`src/rtl/dma_chan_ctrl.sv`:
```
module dma_chan_ctrl #(
  parameter int NCH = 8
) (
  input  logic                   clk,
  input  logic                   rst_n,
  input  logic                   reg_we,
  input  logic [9:0]             reg_addr,
  input  logic [31:0]            reg_wdata,
  output logic [31:0]            reg_rdata,
  input  logic                   req_valid,
  input  logic [$clog2(NCH)-1:0] req_chan,
  input  logic                   req_to_dev,
  input  logic [31:0]            req_len,
  output logic                   req_busy,
  output logic                   req_done,
  output logic                   req_ok,
  output logic                   mem_cmd_valid,
  input  logic                   mem_cmd_ready,
  output logic [31:0]            mem_cmd_addr,
  output logic [31:0]            mem_cmd_len,
  output logic                   mem_cmd_to_dev,
  output logic [NCH-1:0]         nmi_src,
  output logic                   nmi_pending
);
  localparam int CHW  = $clog2(NCH);
  localparam int NREG = NCH * 4;
  localparam int RIW  = CHW + 2;
  localparam logic [31:0] F_EN    = 32'h0000_0001;
  localparam logic [31:0] F_TODEV = 32'h0000_0002;
  localparam logic [31:0] F_TC    = 32'h0000_0100;
  localparam logic [31:0] F_MERR  = 32'h0000_0200;
  localparam logic [31:0] F_STAT  = 32'h0000_0700;

  typedef enum logic [1:0] {S_IDLE, S_EVAL, S_CMD} state_t;

  state_t           state;
  logic [31:0]      regs [NREG];
  logic [CHW-1:0]   cur_ch;
  logic             cur_dir;
  logic [31:0]      cur_len;
  logic [31:0]      xfer_len;
  logic             pend_v;
  logic [RIW-1:0]   pend_idx;
  logic [31:0]      pend_data;

  wire             ch_hit  = (reg_addr[9:8] == 2'b01) && (reg_addr[2:0] == 3'b000)
                             && (int'(reg_addr[7:5]) < NCH);
  wire             nmi_hit = (reg_addr == 10'h200);
  wire [RIW-1:0]   reg_idx = {reg_addr[5 +: CHW], reg_addr[4:3]};
  wire             wr_hit  = reg_we && ch_hit;

  wire [RIW-1:0]   i_flag  = {cur_ch, 2'd1};
  wire [RIW-1:0]   i_cnt   = {cur_ch, 2'd2};
  wire [RIW-1:0]   i_addr  = {cur_ch, 2'd3};
  wire [RIW-1:0]   i_rflag = {req_chan, 2'd1};

  wire [31:0]      flags   = regs[i_flag];
  wire [31:0]      count   = regs[i_cnt];
  wire             chan_ok = ((flags & F_EN) != 0) && (((flags & F_TODEV) != 0) == cur_dir);
  wire             fin     = (state == S_EVAL && !chan_ok) || (state == S_CMD && mem_cmd_ready);
  wire [31:0]      rflag_now = (wr_hit && reg_idx == i_rflag) ? reg_wdata : regs[i_rflag];

  assign reg_rdata      = ch_hit ? regs[reg_idx] : (nmi_hit ? 32'(nmi_src) : 32'h0);
  assign req_busy       = (state != S_IDLE);
  assign mem_cmd_valid  = (state == S_CMD);
  assign mem_cmd_addr   = regs[i_addr];
  assign mem_cmd_len    = xfer_len;
  assign mem_cmd_to_dev = cur_dir;
  assign nmi_pending    = |nmi_src;

  always_ff @(posedge clk) begin
    if (!rst_n) begin
      for (int i = 0; i < NREG; i++) regs[i] <= '0;
      state     <= S_IDLE;
      nmi_src   <= '0;
      cur_ch    <= '0;
      cur_dir   <= 1'b0;
      cur_len   <= '0;
      xfer_len  <= '0;
      pend_v    <= 1'b0;
      pend_idx  <= '0;
      pend_data <= '0;
      req_done  <= 1'b0;
      req_ok    <= 1'b0;
    end else begin
      req_done <= 1'b0;
      case (state)
        S_IDLE: begin
          if (wr_hit) regs[reg_idx] <= reg_wdata;
          if (req_valid) begin
            regs[i_rflag] <= rflag_now & ~F_STAT;
            cur_ch  <= req_chan;
            cur_dir <= req_to_dev;
            cur_len <= req_len;
            state   <= S_EVAL;
          end
        end
        S_EVAL: begin
          if (chan_ok) begin
            xfer_len <= (cur_len < count) ? cur_len : count;
            state    <= S_CMD;
          end else begin
            regs[i_flag]    <= flags | F_MERR;
            nmi_src[cur_ch] <= 1'b1;
            req_done        <= 1'b1;
            req_ok          <= 1'b0;
            state           <= S_IDLE;
          end
        end
        S_CMD: begin
          if (mem_cmd_ready) begin
            regs[i_flag] <= flags | F_TC;
            regs[i_cnt]  <= count - xfer_len;
            req_done     <= 1'b1;
            req_ok       <= 1'b1;
            state        <= S_IDLE;
          end
        end
        default: state <= S_IDLE;
      endcase
      if (state != S_IDLE) begin
        if (fin) begin
          if (pend_v) regs[pend_idx] <= pend_data;
          if (wr_hit) regs[reg_idx] <= reg_wdata;
          pend_v <= 1'b0;
        end else if (wr_hit) begin
          pend_v    <= 1'b1;
          pend_idx  <= reg_idx;
          pend_data <= reg_wdata;
        end
      end
    end
  end
endmodule

```
`config.mk`:
```
export PLATFORM = sky130hd
export DESIGN_NAME = dma_chan_ctrl
export DESIGN_NICKNAME = d
export VERILOG_FILES = /design/src/rtl/dma_chan_ctrl.sv
export SDC_FILE = /design/constraint.sdc
export NUM_CORES = 2
export LEC_CHECK = 0
export BUFFER_PORTS_ARGS = -buffer_cell sky130_fd_sc_hd__buf_2
export CORE_MARGIN = 2
export CORE_UTILIZATION = 40
export DETAILED_ROUTE_END_ITERATION = 16
export PLACE_DENSITY = 0.58
export SETUP_SLACK_MARGIN = 0.1
export SYNTH_ARGS = -nofsm -noshare
export SYNTH_HDL_FRONTEND = slang
export SYNTH_SLANG_ARGS = --single-unit
```
`constraint.sdc`:
```
create_clock -name clk -period 8.5 [get_ports clk]
set_input_delay 2.125 -clock clk [delete_from_list [all_inputs] [get_ports clk]]
set_output_delay 2.125 -clock clk [all_outputs]
set_load 0.01 [all_outputs]
```
Word level (Yosys, flattened, before mapping). Memory sizes are Yosys's and may differ from the RTL's. A register that Yosys moved wholly into a read port is not among the register bits. Index checks and enable logic that the tools add are counted.

Register bits after elaboration: 118. Latch bits: 0. Memory bits (writable): 1024. Bits in read-only memories: 0. Output and inout port bits: 110. Word-level logic and storage cells: 138. Memories: 1.

Memory list: regs (depth 32, bits a word 32, read ports 5, clocked after Yosys merged registers in 3, wr ports 32, line 37) `logic [31:0] regs [NREG];`.

$add $sub $neg: 1. Multipliers: 0. Div/mod/pow operators: 0. Order comparisons: 3. Equality and inequality tests: 13. Shifts and indexed selects: 0. Multiplexer cells: 65. Bitwise operators: 17. Reduce and logical (&&, ||, !) cells: 27.

Operators with widths (number): 2-to-1 mux 32 bit (10); OR reduction 32 bit (5); 2-to-1 mux 5 bit (11); 2-to-1 mux 1 bit (36); < comparator 32 bit (1); subtractor 32 bit (1); equality test 5 bit (5); equality test 10 bit, second input constant (1); AND reduction 2 bit (5); AND 1 bit (8); 2-to-1 mux 8 bit (1); OR 8 bit (1); OR reduction 8 bit (1); logical AND 1 bit (7); 2-to-1 mux 2 bit (3); inverter 1 bit (6); one-hot mux 2 bit (3 select lines) (1); AND reduction 3 bit (2); nonzero test 2 bit (3); equality test 2 x 1 -> 1 bit, second input constant (2); < comparator 3 x 4 -> 1 bit, second input constant (1); inequality test 2 bit, second input constant (2); one-hot mux 1 bit (2 select lines) (2); demux 1 bit (select 3 bit) (1); other kinds (9) (10).

Longest topological paths before layout.
Word-level depth: 15. Depth in mapped cells: 18.

Worst setup path after synthesis. Ideal clock, no wire load.

Path type: in2out. From: input reg_addr[3]. To: output reg_rdata[0]. Arrival time: 4.620 ns. Data required time: 6.375 ns. Setup slack: 1.755 ns. Stages on the path: 8. Path through: buf_2 > buf_1 > clkbuf_1 > buf_1 > mux4_2 > a221oi_1 > a31oi_1 > a21o_1.

Longest elaborated chain between the ends: 3. Elaborated cells on any way between the ends: 4. Those cells by class: eq/ne (1); mux (2); memory (1).

RTL lines: start, declared (line 7) `input logic [9:0] reg_addr,`; branches (longest 2 deep; another with memory (32 x 32 bit)); 2-to-1 mux 32 bit * (line 63) `assign reg_rdata = ch_hit ? regs[reg_idx] : (nmi_hit ? 32'(nmi_src) : 32'h0);`; end, declared (line 9) `output logic [31:0] reg_rdata,`.

Every way passes the cells marked *.

Worst setup path after layout.
From: input reg_addr[7]. To: output reg_rdata[31].

Longest elaborated chain between the ends: 2.

RTL lines (line): memory (32 x 32 bit); 2-to-1 mux 32 bit (63).

No other way between the ends.

==> flow_metrics.env <==
export IMPL_io_buffers=192
export IMPL_die_x_um=423.7
export IMPL_p_per_area_mw_per_mm2=187.1
export IMPL_ys_flop_type="edfxtp_1"
export IMPL_cts_root_buf="clkbuf_16"
export IMPL_multi_input_area_mm2=0.03454
export IMPL_antenna_found_initial=21
export IMPL_swShare_pct=29.18
export IMPL_fin_crit_ps=7096
export IMPL_min_path_type="register to register"
export IMPL_netlist_area_mm2=0.07045
export IMPL_start_util_pct=40.14
export IMPL_finalCritPeriodShare_pct=83.48
export IMPL_power_frac_clock_pct=39.7
export IMPL_drc=0
export IMPL_yosysWarnings=0
export IMPL_fin_cells=8303
export IMPL_synth_fp_nets=6233
export IMPL_fin_nets=5994
export IMPL_gr_total_overflow=0
export IMPL_p_leak_nw=27.88
export IMPL_critPathKind="input port to output pin"
export IMPL_postLayoutCoreUtil_pct=44.54
export IMPL_crit_fanout=17
export IMPL_synth_yosys_seq_area_share_pct=47.08
export IMPL_post_cts_resized=0
export IMPL_fmax_ghz=0.1409
export IMPL_synth_avg_cell_area_um2=11.58
export IMPL_detail_route_first_pass_iterations=7
export IMPL_tightest_slew_ps=1558
export IMPL_synth_area_leaders="edfxtp_1 44%, mux4_2 16%, a22o_1 6.8%, nand2_1 3.5%, dfxtp_1 3.4%"
export IMPL_endpoint_kind="output pin"
export IMPL_wl_per_cell_um=42.74
export IMPL_slowest_stage="a31oi_1"
export IMPL_cts_setup_buffers=0
export IMPL_place_congestion=0.9965
export IMPL_power_switching_mw=4.267
export IMPL_max_cap_viol_count=2
export IMPL_grt_util_all_layers_pct=38.43
export IMPL_p_int_mw=10.36
export IMPL_tns_ps=0
export IMPL_drtIter0Drc=12730
export IMPL_cp_arrival_ps=4970
export IMPL_crit_top_cell="buf_2"
export IMPL_cts_sinks=1145
export IMPL_avgViaCountPerCell=7.583
export IMPL_io_pins=193
export IMPL_hold_viol=0
export IMPL_startpoint_type="input port"
export IMPL_fp_dieArea_mm2=0.1795
export IMPL_nFillCells=15810
export IMPL_register_area_mm2=0.03318
export IMPL_ir_worst_vdd_mv=0.1401
export IMPL_grt_pass1_vias=57790
export IMPL_clkTransAtPathRegs_ps=60
export IMPL_grt_pass1_wl_um=478200
export IMPL_cp_top_family="buffers and inverters"
export IMPL_synth_cell_types=80
export IMPL_p_comb_share_pct=15.7
export IMPL_total_power_mw=14.63
export IMPL_maxSlewHeadroom_pct=-4.127
export IMPL_grt_max_degree=119
export IMPL_rsz0062_at_grt="false"
export IMPL_synth_top_area_share_pct=43.65
export IMPL_async_flop_share_pct=0
export IMPL_run_status="finished with violations"
export IMPL_fin_hold_ws_ps=474.1
export IMPL_num_vias=62960
export IMPL_place_hpwl_um=211000
export IMPL_synth_edf_count=1024
export IMPL_cts_tree="built"
export IMPL_die_h_um=423.7
export IMPL_synth_seq_cells=1145
export IMPL_max_stage_delay_ps=790
export IMPL_yosysTopAreaCell="edfxtp_1"
export IMPL_numCtsBuffers=135
export IMPL_clock_latency_ps=840
export IMPL_routed_wl_um=354900
export IMPL_maxSlewViolCount=24
export IMPL_postRouteAntennaNets=0
export IMPL_cts_path_max_buffers=3
export IMPL_area_delta_synth_final_pct=10.98
export IMPL_rows=154
export IMPL_violations="capacitance limit, slew limit"
export IMPL_htree_num_levels=4
export IMPL_hold_buffers=0
export IMPL_setup_viol=0
export IMPL_drive_gt1_share_pct=23.48
export IMPL_postSynthCellCount=6084
export IMPL_fin_skew_ps=61.29
export IMPL_cp_cell_sequence="buf_2, nor2_1, and2_2, buf_4, a221oi_1, a31oi_1, buf_2"
export IMPL_crit_required_ps=6380
export IMPL_cp_num_buf_inv=3
export IMPL_coreArea_mm2=0.1755
export IMPL_dp_cells=8047
export IMPL_seqPwrFrac_pct=44.6
[area by class of cell]
class / count / area share, %
Inverter: 84 / 0.4129
Timing Repair Buffer: 436 / 3.788
Clock inverter: 53 / 0.5921
Sequential cell: 1145 / 42.44
Clock buffer: 185 / 4.793
Multi-Input combinational cell: 4043 / 44.18
Antenna cell: 17 / 0.05441
Tap cell: 2340 / 3.745
[placed cells by master, fill, tap and decap left out, types with 42 or more instances in the layout]
cell type,instances
a21oi_1,326
a221o_1,93
a221oi_1,182
a22o_1,544
a22oi_1,110
buf_2,187
buf_4,235
clkbuf_16,141
dfxtp_1,118
edfxtp_1,1024
ha_1,65
inv_1,81
mux2_2,118
mux2i_1,63
mux4_2,506
nand2_1,653
nand3_1,110
nor2_1,369
nor3_1,266
o211ai_1,42
o21ai_0,136
[metrics by stage]
stage | cell area [µm²] | setup WS [ps]
after floorplan | 70450 | 1755
after detailed placement | 73910 | 1481
after global routing | 78150 | 1358
final | 78190 | 1404
after CTS | 78120 | 1480
after global placement | 73910 | 1470
[worst paths after layout]
path | cells past startpoint | start | slack, ps | endpoint
setup / recovery | 7 | reg_addr[7] | 1400 | reg_rdata[31]
hold / removal | 2 | cur_len[30] | 470 | cur_len[30]
setup reg to reg | 10 | register | 2010 | regs[12][14]
hold reg to reg | 2 | cur_len[30] | 470 | cur_len[30]
[layer usage]
| layer | GRT usage (%) | wire length, µm |
|---|---|---|
| met5 | 1.532 | 477 |
| met4 | 30.27 | 34440 |
| met3 | 16.85 | 58930 |
| met2 | 52.97 | 143300 |
| met1 | 46.52 | 117700 |
[power groups by stage]
stage | clock network, mW | registers, mW | logic, mW
floorplan | 0 | 6.51 | 1.33
global placement | 0 | 6.62 | 2.15
detailed placement | 0 | 6.63 | 2.18
CTS | 5.77 | 6.51 | 2.19
global route | 5.98 | 6.53 | 2.33
finish | 5.80 | 6.53 | 2.29
[state kept, by name, summed over array words and instances (netlist names), named ones only]
name            cells
regs             1024
cur_len            32
mem_cmd_len        32
pend_data          32
nmi_src             8
pend_idx            5
cur_ch              3
state               2
mem_cmd_to_dev      1
pend_v              1
req_done            1
req_ok              1
[worst register-to-register path: stages, from the launching register on]
cell and delay (ps):
dfxtp_4 980, buf_4 590, mux4_2 620, nand2b_1 190, mux4_2 620, a211oi_4 670
nor3_1 170, nand2_1 720, nor2_4 60, or3_2 960, buf_4 550
[logic make-up (layout without fill, tap and decap cells)]
| kind of cell | after synthesis | count (layout) | synth area share, % |
|---|---|---|---|
| simple gates | 1640 | 1640 | 10.15 |
| fa+ha+maj | 66 | 66 | 1.183 |
| mux | 689 | 689 | 19.01 |
| xor+xnor | 29 | 29 | 0.3605 |
| buf+inv | 896 | 758 | 4.877 |
| compound gates | 1619 | 1619 | 17.34 |
| flops | 1145 | 1145 | 47.08 |
| other cells | 0 | 17 | 0 |
[synthesized netlist by cell type, types with 64 or more instances]
library cell / count
a21oi_1: 328
a221o_1: 93
a221oi_1: 182
a22o_1: 544
a22oi_1: 111
buf_1: 148
clkbuf_1: 631
dfxtp_1: 121
edfxtp_1: 1024
ha_1: 65
inv_1: 83
mux2_2: 118
mux2i_1: 64
mux4_2: 506
nand2_1: 656
nand3_1: 115
nor2_1: 410
nor3_1: 278
o21ai_0: 136
No activity file was read; power rests on OpenSTA's default activity.
